`src/rtl/pic_regs_pkg.sv`:
```
package pic_regs_pkg;
  localparam int DATA_W  = 8;
  localparam int LINE_W  = 3;
  localparam int LINES   = 1 << LINE_W;
  localparam int CODE_W  = 3;
  localparam int BASE_W  = DATA_W - LINE_W;

  typedef enum logic [1:0] {ST_RUN, ST_BASE, ST_W3, ST_W4} initStep_e;

  typedef struct packed {
    logic initWord;
    logic baseWord;
    logic thirdWord;
    logic modeWord;
    logic maskWord;
    logic statusWord;
    logic prioWord;
    logic pollRead;
  } ctlStrobe_t;
endpackage

```
`src/rtl/picRegCtl.sv`:
```
module picRegCtl
  import pic_regs_pkg::*;
(
  input  logic       clk,
  input  logic       rstN,
  input  logic       wrEn,
  input  logic       rdEn,
  input  logic       addr,
  input  logic       bitInit,
  input  logic       bitStatus,
  input  logic       bitFourth,
  input  logic       pollArmed,
  output ctlStrobe_t strb,
  output logic       initBusy
);
  initStep_e step;
  logic      needFourth;

  always_comb begin
    strb = '0;
    if (wrEn) begin
      if (!addr) begin
        if (bitInit)        strb.initWord   = 1'b1;
        else if (bitStatus) strb.statusWord = 1'b1;
        else                strb.prioWord   = 1'b1;
      end else begin
        unique case (step)
          ST_RUN:  strb.maskWord  = 1'b1;
          ST_BASE: strb.baseWord  = 1'b1;
          ST_W3:   strb.thirdWord = 1'b1;
          ST_W4:   strb.modeWord  = 1'b1;
          default: strb.maskWord  = 1'b0;
        endcase
      end
    end
    strb.pollRead = rdEn && pollArmed && !wrEn;
  end

  always_ff @(posedge clk or negedge rstN) begin
    if (!rstN) begin
      step       <= ST_RUN;
      needFourth <= 1'b0;
    end else if (strb.initWord) begin
      step       <= ST_BASE;
      needFourth <= bitFourth;
    end else if (strb.baseWord) begin
      step <= ST_W3;
    end else if (strb.thirdWord) begin
      step <= needFourth ? ST_W4 : ST_RUN;
    end else if (strb.modeWord) begin
      step <= ST_RUN;
    end
  end

  assign initBusy = (step != ST_RUN);

  assert_init_enters_base_R3: assert property (@(posedge clk) disable iff (!rstN)
    $past(strb.initWord) |-> step == ST_BASE);
  assert_w4_after_w3_R3: assert property (@(posedge clk) disable iff (!rstN)
    (step == ST_W4) |-> ($past(step) == ST_W3 || $past(step) == ST_W4));
  assert_w4_only_when_asked_R4: assert property (@(posedge clk) disable iff (!rstN)
    (step == ST_W4) |-> needFourth);
endmodule

```
`src/rtl/picRegData.sv`:
```
module picRegData
  import pic_regs_pkg::*;
(
  input  logic              clk,
  input  logic              rstN,
  input  ctlStrobe_t        strb,
  input  logic              addr,
  input  logic [DATA_W-1:0] wrData,
  input  logic [DATA_W-1:0] irqIn,
  input  logic [DATA_W-1:0] isrIn,
  input  logic              pendValid,
  input  logic [LINE_W-1:0] pendLine,
  output logic [DATA_W-1:0] rdData,
  output logic              pollArmed,
  output logic [DATA_W-1:0] vecBase,
  output logic [DATA_W-1:0] maskOut,
  output logic              autoEoi,
  output logic              nestedMode,
  output logic              rotateOnAeoi,
  output logic              specialMask,
  output logic              rsInit,
  output logic              rsEoi,
  output logic              rsSpecific,
  output logic              rsRotate,
  output logic              rsSetPrio,
  output logic              rsPollClr,
  output logic [LINE_W-1:0] rsLine
);
  localparam int CODES = 1 << CODE_W;
  localparam logic [DATA_W-1:0] POLL_EMPTY = DATA_W'(LINES - 1);

  logic [BASE_W-1:0] baseReg;
  logic              readSel;
  logic [CODES-1:0]  codeHit;
  logic [CODE_W-1:0] prioCode;

  assign prioCode = wrData[DATA_W-1 -: CODE_W];

  for (genvar c = 0; c < CODES; c++) begin : g_code
    assign codeHit[c] = strb.prioWord && (prioCode == CODE_W'(c));
  end

  always_comb begin
    if (pollArmed)
      rdData = pendValid ? {1'b1, {(DATA_W-1-LINE_W){1'b0}}, pendLine} : POLL_EMPTY;
    else if (addr)
      rdData = maskOut;
    else
      rdData = readSel ? isrIn : irqIn;
  end

  assign vecBase = {baseReg, {LINE_W{1'b0}}};

  always_ff @(posedge clk or negedge rstN) begin
    if (!rstN) begin
      baseReg      <= '0;
      maskOut      <= '0;
      readSel      <= 1'b0;
      pollArmed    <= 1'b0;
      autoEoi      <= 1'b0;
      nestedMode   <= 1'b0;
      rotateOnAeoi <= 1'b0;
      specialMask  <= 1'b0;
    end else begin
      if (strb.pollRead) pollArmed <= 1'b0;
      if (strb.initWord) begin
        maskOut     <= '0;
        specialMask <= 1'b0;
        readSel     <= 1'b0;
        if (!wrData[0]) begin
          autoEoi    <= 1'b0;
          nestedMode <= 1'b0;
        end
      end
      if (strb.baseWord) baseReg <= wrData[DATA_W-1:LINE_W];
      if (strb.modeWord) begin
        nestedMode <= wrData[4];
        autoEoi    <= wrData[1];
      end
      if (strb.maskWord) maskOut <= wrData;
      if (strb.statusWord) begin
        if (wrData[2]) pollArmed   <= 1'b1;
        if (wrData[1]) readSel     <= wrData[0];
        if (wrData[6]) specialMask <= wrData[5];
      end
      if (codeHit[0]) rotateOnAeoi <= 1'b0;
      if (codeHit[4]) rotateOnAeoi <= 1'b1;
    end
  end

  always_ff @(posedge clk or negedge rstN) begin
    if (!rstN) begin
      rsInit     <= 1'b0;
      rsEoi      <= 1'b0;
      rsSpecific <= 1'b0;
      rsRotate   <= 1'b0;
      rsSetPrio  <= 1'b0;
      rsPollClr  <= 1'b0;
      rsLine     <= '0;
    end else begin
      rsInit     <= strb.initWord;
      rsEoi      <= codeHit[1] | codeHit[3] | codeHit[5] | codeHit[7];
      rsSpecific <= codeHit[3] | codeHit[7];
      rsRotate   <= codeHit[5] | codeHit[7];
      rsSetPrio  <= codeHit[6];
      rsPollClr  <= strb.pollRead && pendValid;
      if (strb.pollRead && pendValid)
        rsLine <= pendLine;
      else if (strb.prioWord)
        rsLine <= wrData[LINE_W-1:0];
      else
        rsLine <= '0;
    end
  end

  assert_strobe_exclusive_R11: assert property (@(posedge clk) disable iff (!rstN)
    $onehot0({rsInit, rsEoi, rsSetPrio, rsPollClr}));
  assert_eoi_from_prio_R8: assert property (@(posedge clk) disable iff (!rstN)
    rsEoi |-> $past(strb.prioWord));
  assert_mask_hold_R5: assert property (@(posedge clk) disable iff (!rstN)
    !$stable(maskOut) |-> $past(strb.maskWord || strb.initWord));
  assert_poll_disarm_R10: assert property (@(posedge clk) disable iff (!rstN)
    $past(strb.pollRead) |-> !pollArmed);
  assert_pollclr_cause_R10: assert property (@(posedge clk) disable iff (!rstN)
    rsPollClr |-> $past(strb.pollRead && pendValid));
endmodule

```
`src/rtl/picRegPort.sv`:
```
module picRegPort
  import pic_regs_pkg::*;
(
  input  logic              clk,
  input  logic              rstN,
  input  logic              wrEn,
  input  logic              rdEn,
  input  logic              addr,
  input  logic [DATA_W-1:0] wrData,
  output logic [DATA_W-1:0] rdData,
  input  logic [DATA_W-1:0] irqIn,
  input  logic [DATA_W-1:0] isrIn,
  input  logic              pendValid,
  input  logic [LINE_W-1:0] pendLine,
  output logic [DATA_W-1:0] vecBase,
  output logic [DATA_W-1:0] maskOut,
  output logic              autoEoi,
  output logic              nestedMode,
  output logic              rotateOnAeoi,
  output logic              specialMask,
  output logic              initBusy,
  output logic              rsInit,
  output logic              rsEoi,
  output logic              rsSpecific,
  output logic              rsRotate,
  output logic              rsSetPrio,
  output logic              rsPollClr,
  output logic [LINE_W-1:0] rsLine
);
  ctlStrobe_t strb;
  logic       pollArmed;

  picRegCtl u_ctl (
    .clk(clk), .rstN(rstN), .wrEn(wrEn), .rdEn(rdEn), .addr(addr),
    .bitInit(wrData[4]), .bitStatus(wrData[3]), .bitFourth(wrData[0]),
    .pollArmed(pollArmed), .strb(strb), .initBusy(initBusy)
  );

  picRegData u_data (
    .clk(clk), .rstN(rstN), .strb(strb), .addr(addr), .wrData(wrData),
    .irqIn(irqIn), .isrIn(isrIn), .pendValid(pendValid), .pendLine(pendLine),
    .rdData(rdData), .pollArmed(pollArmed), .vecBase(vecBase), .maskOut(maskOut),
    .autoEoi(autoEoi), .nestedMode(nestedMode), .rotateOnAeoi(rotateOnAeoi),
    .specialMask(specialMask), .rsInit(rsInit), .rsEoi(rsEoi),
    .rsSpecific(rsSpecific), .rsRotate(rsRotate), .rsSetPrio(rsSetPrio),
    .rsPollClr(rsPollClr), .rsLine(rsLine)
  );

  assert_init_strobe_cause_R2: assert property (@(posedge clk) disable iff (!rstN)
    rsInit |-> $past(wrEn && !addr && wrData[4]));
endmodule

```
`config.mk`:
```
export PLATFORM = sky130hd
export DESIGN_NAME = picRegPort
export DESIGN_NICKNAME = d
export VERILOG_FILES = /design/src/rtl/pic_regs_pkg.sv /design/src/rtl/picRegCtl.sv /design/src/rtl/picRegData.sv /design/src/rtl/picRegPort.sv
export SDC_FILE = /design/constraint.sdc
export NUM_CORES = 1
export LEC_CHECK = 0
export ABC_AREA = 0
export BUFFER_PORTS_ARGS = -buffer_cell sky130_fd_sc_hd__buf_4
export CORE_MARGIN = 2
export CORE_UTILIZATION = 49
export DETAILED_ROUTE_END_ITERATION = 8
export GPL_TIMING_DRIVEN = 1
export PLACE_DENSITY = 0.84
export SYNTH_ARGS = -nofsm -noshare
export SYNTH_HDL_FRONTEND = slang
export SYNTH_SLANG_ARGS = --single-unit
```
`constraint.sdc`:
```
create_clock -name clk -period 2.66 [get_ports clk]
set_input_delay 0.266 -clock clk [delete_from_list [all_inputs] [get_ports clk]]
set_output_delay 0.266 -clock clk [all_outputs]
set_load 0.01 [all_outputs]
```
==> summary.txt <==
Outcome
  • Status: complete, no violations

Routing
  • Via count: 1,278
  • Post-Route WL: 3740 um
  • First-pass DRT Iterations: 4
  • Routed wire length per instance: 16.2 um
  • Routed Antenna Nets: 0
  • Vias per cell: 5.53
  • DR iter-0 viols: 66
  • DR DRC count: 0

Synthesis
  • Cell area after synthesis: 0.00151 mm2
  • Mean Syn Cell Area: 11.7 um2
  • Yosys reg bits: 31
  • Netlist cell types: 29
  • Syn Inst Count: 129
  • Synth top area share: 51.2%
  • Warnings from Yosys: 0
  • Top cells by area, synth: dfrtp_1, mux2_2, a22o_1, mux2i_1, o21ai_0
  • Sequential area share after synthesis: 51.2%
  • Yosys top cell by area: dfrtp_1

Hold path
  • HP Start: pendLine[1]
  • Hold Path End: u_data.rsLine[1]$_DFF_PN0_
  • Type of the most critical hold path: primary input to flip-flop
  • Hold Crit Depth: 2

Pwr
  • P_int: 0.880 mW
  • Worst VDD drop: 0.356 mV
  • Clk pwr share: 20.3%
  • P_leak: 1.09 nW
  • P_sw: 0.390 mW
  • Net Sw Frac: 30.7%
  • Pwr/cell area: 614 mW/mm2
  • Power share of the combinational group: 31.6%
  • Sequential share of power: 48.1%

Global routing
  • Vias in the first global route: 1,220
  • Gr ovfl total: 0
  • Largest net degree at the start of global routing: 32
  • Global-route wire length before repair: 5910 um
  • GRT Total Usage: 23.2%
  • Antenna violations before repair: 0

STA
  • Unrepaired setup endpoints after global routing: no
  • Final Hold Vio Count: 0
  • Worst-Margin Slew: 0.494 ns
  • Slew HR: 66.9%
  • Tcrit/Tclk final: 73.7%
  • Clock skew: 0.00597 ns
  • # setup viols final: 0
  • Tmin final: 1.96 ns
  • Slew Viols, Final: 0
  • F_max: 0.510 GHz
  • Hold slack: 0.161 ns
  • TNS Setup: 0 ns

Worst setup path
  • Startpoint Class: flip-flop
  • CP Max Fanout: 9
  • CP Class: flip-flop to output pin
  • WP buf/inv: 1
  • CP delay by family, top: flip-flops
  • Reg2reg setup slack: 1.28 ns
  • Critical-path cell list: mux2_2 -> mux2i_1 -> o21ai_0 -> buf_4
  • Reg-to-Reg End: u_data.maskOut[6]$_DFFE_PN0P_
  • Reg2Reg Depth: 3
  • Crit path DAT: 1.69 ns
  • CP max stage cell: dfrtp_1
  • WP data required: 2.39 ns
  • Max incr delay on CP: 0.58 ns
  • Reg-to-reg startpoint: u_ctl.step[0]$_DFFE_PN0P_
  • Critical Path Sink Type: output pin

Floorplanning
  • Placement Rows: 20
  • Initial Utilization: 50.4%
  • Core footprint: 0.00300 mm2
  • # IOs: 71
  • Die W: 59.6 um
  • Die H: 59.6 um
  • Die area: 0.00355 mm2

Clocking
  • Root buf cell: clkbuf_4
  • # hold bufs at CTS: 1
  • Latest clock arrival within the worst-skew pair: 0.33 ns
  • Worst-path clk slew: 0.09 ns
  • Resized Gates After CTS: 0
  • H-Tree Depth: 2
  • Max clock buf depth: 2
  • Num CTS Buffers: 5
  • Post-CTS Setup Bufs: 0
  • TritonCTS clock tree: built
  • CTS sink count: 31

Finish
  • Share of post-route cells with drive strength above 1: 46.5%
  • Design Area, Final: 0.00207 mm2
  • Ant diodes: 0
  • Register area: 776 um2
  • Area Growth Syn to Fin: 36.6%
  • # fillers: 241
  • Final cell count without fillers: 231
  • Multi-input gate area: 669 um2
  • Total Nets Final: 230

Place
  • Placer Congestion: 0.829
  • Buffers added on ports: 67
  • Area of placed instances: 0.00201 mm2
  • DPL Wire Length: 2790 um
  • DP Cell Count: 222

Flow run
  • Max-cap violations: 0
-- cells in the mapped netlist, drive strengths merged --
| library cell | instances |
|---|---|
| nand2 | 10 |
| o21ai | 12 |
| dfrtp | 31 |
| buf | 8 |
| and4 | 2 |
| mux2 | 13 |
| and3 | 2 |
| nor4b | 1 |
| nand2b | 1 |
| mux2i | 10 |
| conb | 1 |
| a22o | 15 |
| nand4b | 1 |
| a32oi | 1 |
| a21oi | 1 |
| or2 | 1 |
| nor2 | 7 |
| nand3b | 3 |
| clkbuf | 1 |
| and2 | 1 |
| and4bb | 2 |
| inv | 5 |
-- how the worst max path moves through the flow --
stage | start | to | slack, ns | cells after the start
finish | u_data.readSel$_DFF_PN0_ | rdData[7] | 0.70 | 4
global route | u_data.readSel$_DFF_PN0_ | rdData[7] | 0.58 | 4
CTS | u_data.readSel$_DFF_PN0_ | rdData[7] | 0.70 | 4
detailed placement | u_data.readSel$_DFF_PN0_ | rdData[7] | 1.09 | 4
global placement | u_data.readSel$_DFF_PN0_ | rdData[7] | 1.14 | 4
floorplan | u_data.readSel$_DFF_PN0_ | rdData[0] | 1.33 | 4
-- worst register-to-register path, delay by kind of cell, from the launching register on --
kind | cells | cell delay, ns
simple gates | 2 | 0.63
flops | 1 | 0.45
compound gates | 1 | 0.20
-- power by group through the flow --
| stage | clock (mW) | sequential [mW] | combinational [mW] |
|---|---|---|---|
| CTS | 0.269 | 0.611 | 0.407 |
| global placement | 0 | 0.614 | 0.393 |
| global route | 0.298 | 0.621 | 0.437 |
| detailed placement | 0 | 0.619 | 0.404 |
| finish | 0.258 | 0.611 | 0.401 |
| floorplan | 0 | 0.632 | 0.165 |
-- metrics by stage --
| step | util (%) | total power [mW] | worst slack [ns] |
|---|---|---|---|
| after floorplan | - | 0.797 | 1.33 |
| after global placement | 66.9 | 1.01 | 1.14 |
| after detailed placement | 66.9 | 1.02 | 1.09 |
| after CTS | 68.9 | 1.29 | 0.698 |
| after global routing | 68.9 | 1.36 | 0.581 |
| final | 68.9 | 1.27 | 0.701 |
-- state kept, by name (all words and copies together), names as in the netlist, 2 cells and up --
signal	count
u_data.maskOut	8
u_data.baseReg	5
u_data.rsLine	3
u_ctl.step	2
-- layout make-up --
type                            instances  share of cell area, %
Clock buffer                            7                   2.18
Clock inverter                          1                  0.242
Inverter                                5                  0.907
Multi-Input combinational cell         86                   32.4
Sequential cell                        31                   37.5
Tap cell                               33                   2.00
Timing Repair Buffer                   68                   24.8
-- cell families (layout without fill, tap and decap cells) --
kind of cell,count (synthesis),count (layout),share of synthesized area (%)
AO/OA/AOI/OAI,29,29,13.6
buffers and inverters,14,81,5.04
flip-flops,31,31,51.2
multiplexers,23,23,16.5
other,1,3,0.248
AND/OR/NAND/NOR,31,31,13.4
-- routing by layer --
metal | up-vias | track usage, % | part of all wire (%)
li1 | 599 | - | -
met3 | 9 | 7.21 | 7.0
met1 | 615 | 31.0 | 44
met2 | 55 | 35.5 | 47
met4 | 0 | 8.57 | 1.8
met5 | - | 0 | 0
-- placed cells by master, fill, tap and decap left out, types with 2 or more instances in the layout --
| cell type | count |
|---|---|
| nand3b_1 | 3 |
| mux2_2 | 12 |
| clkbuf_4 | 5 |
| and3_1 | 2 |
| and4_1 | 2 |
| buf_4 | 67 |
| nor2_1 | 6 |
| clkbuf_1 | 2 |
| a22o_1 | 15 |
| dfrtp_1 | 31 |
| mux2i_1 | 10 |
| conb_1 | 3 |
| inv_1 | 4 |
| o21ai_0 | 12 |
| nand2_1 | 9 |
Note: power is estimated with default switching activity, not from simulation.
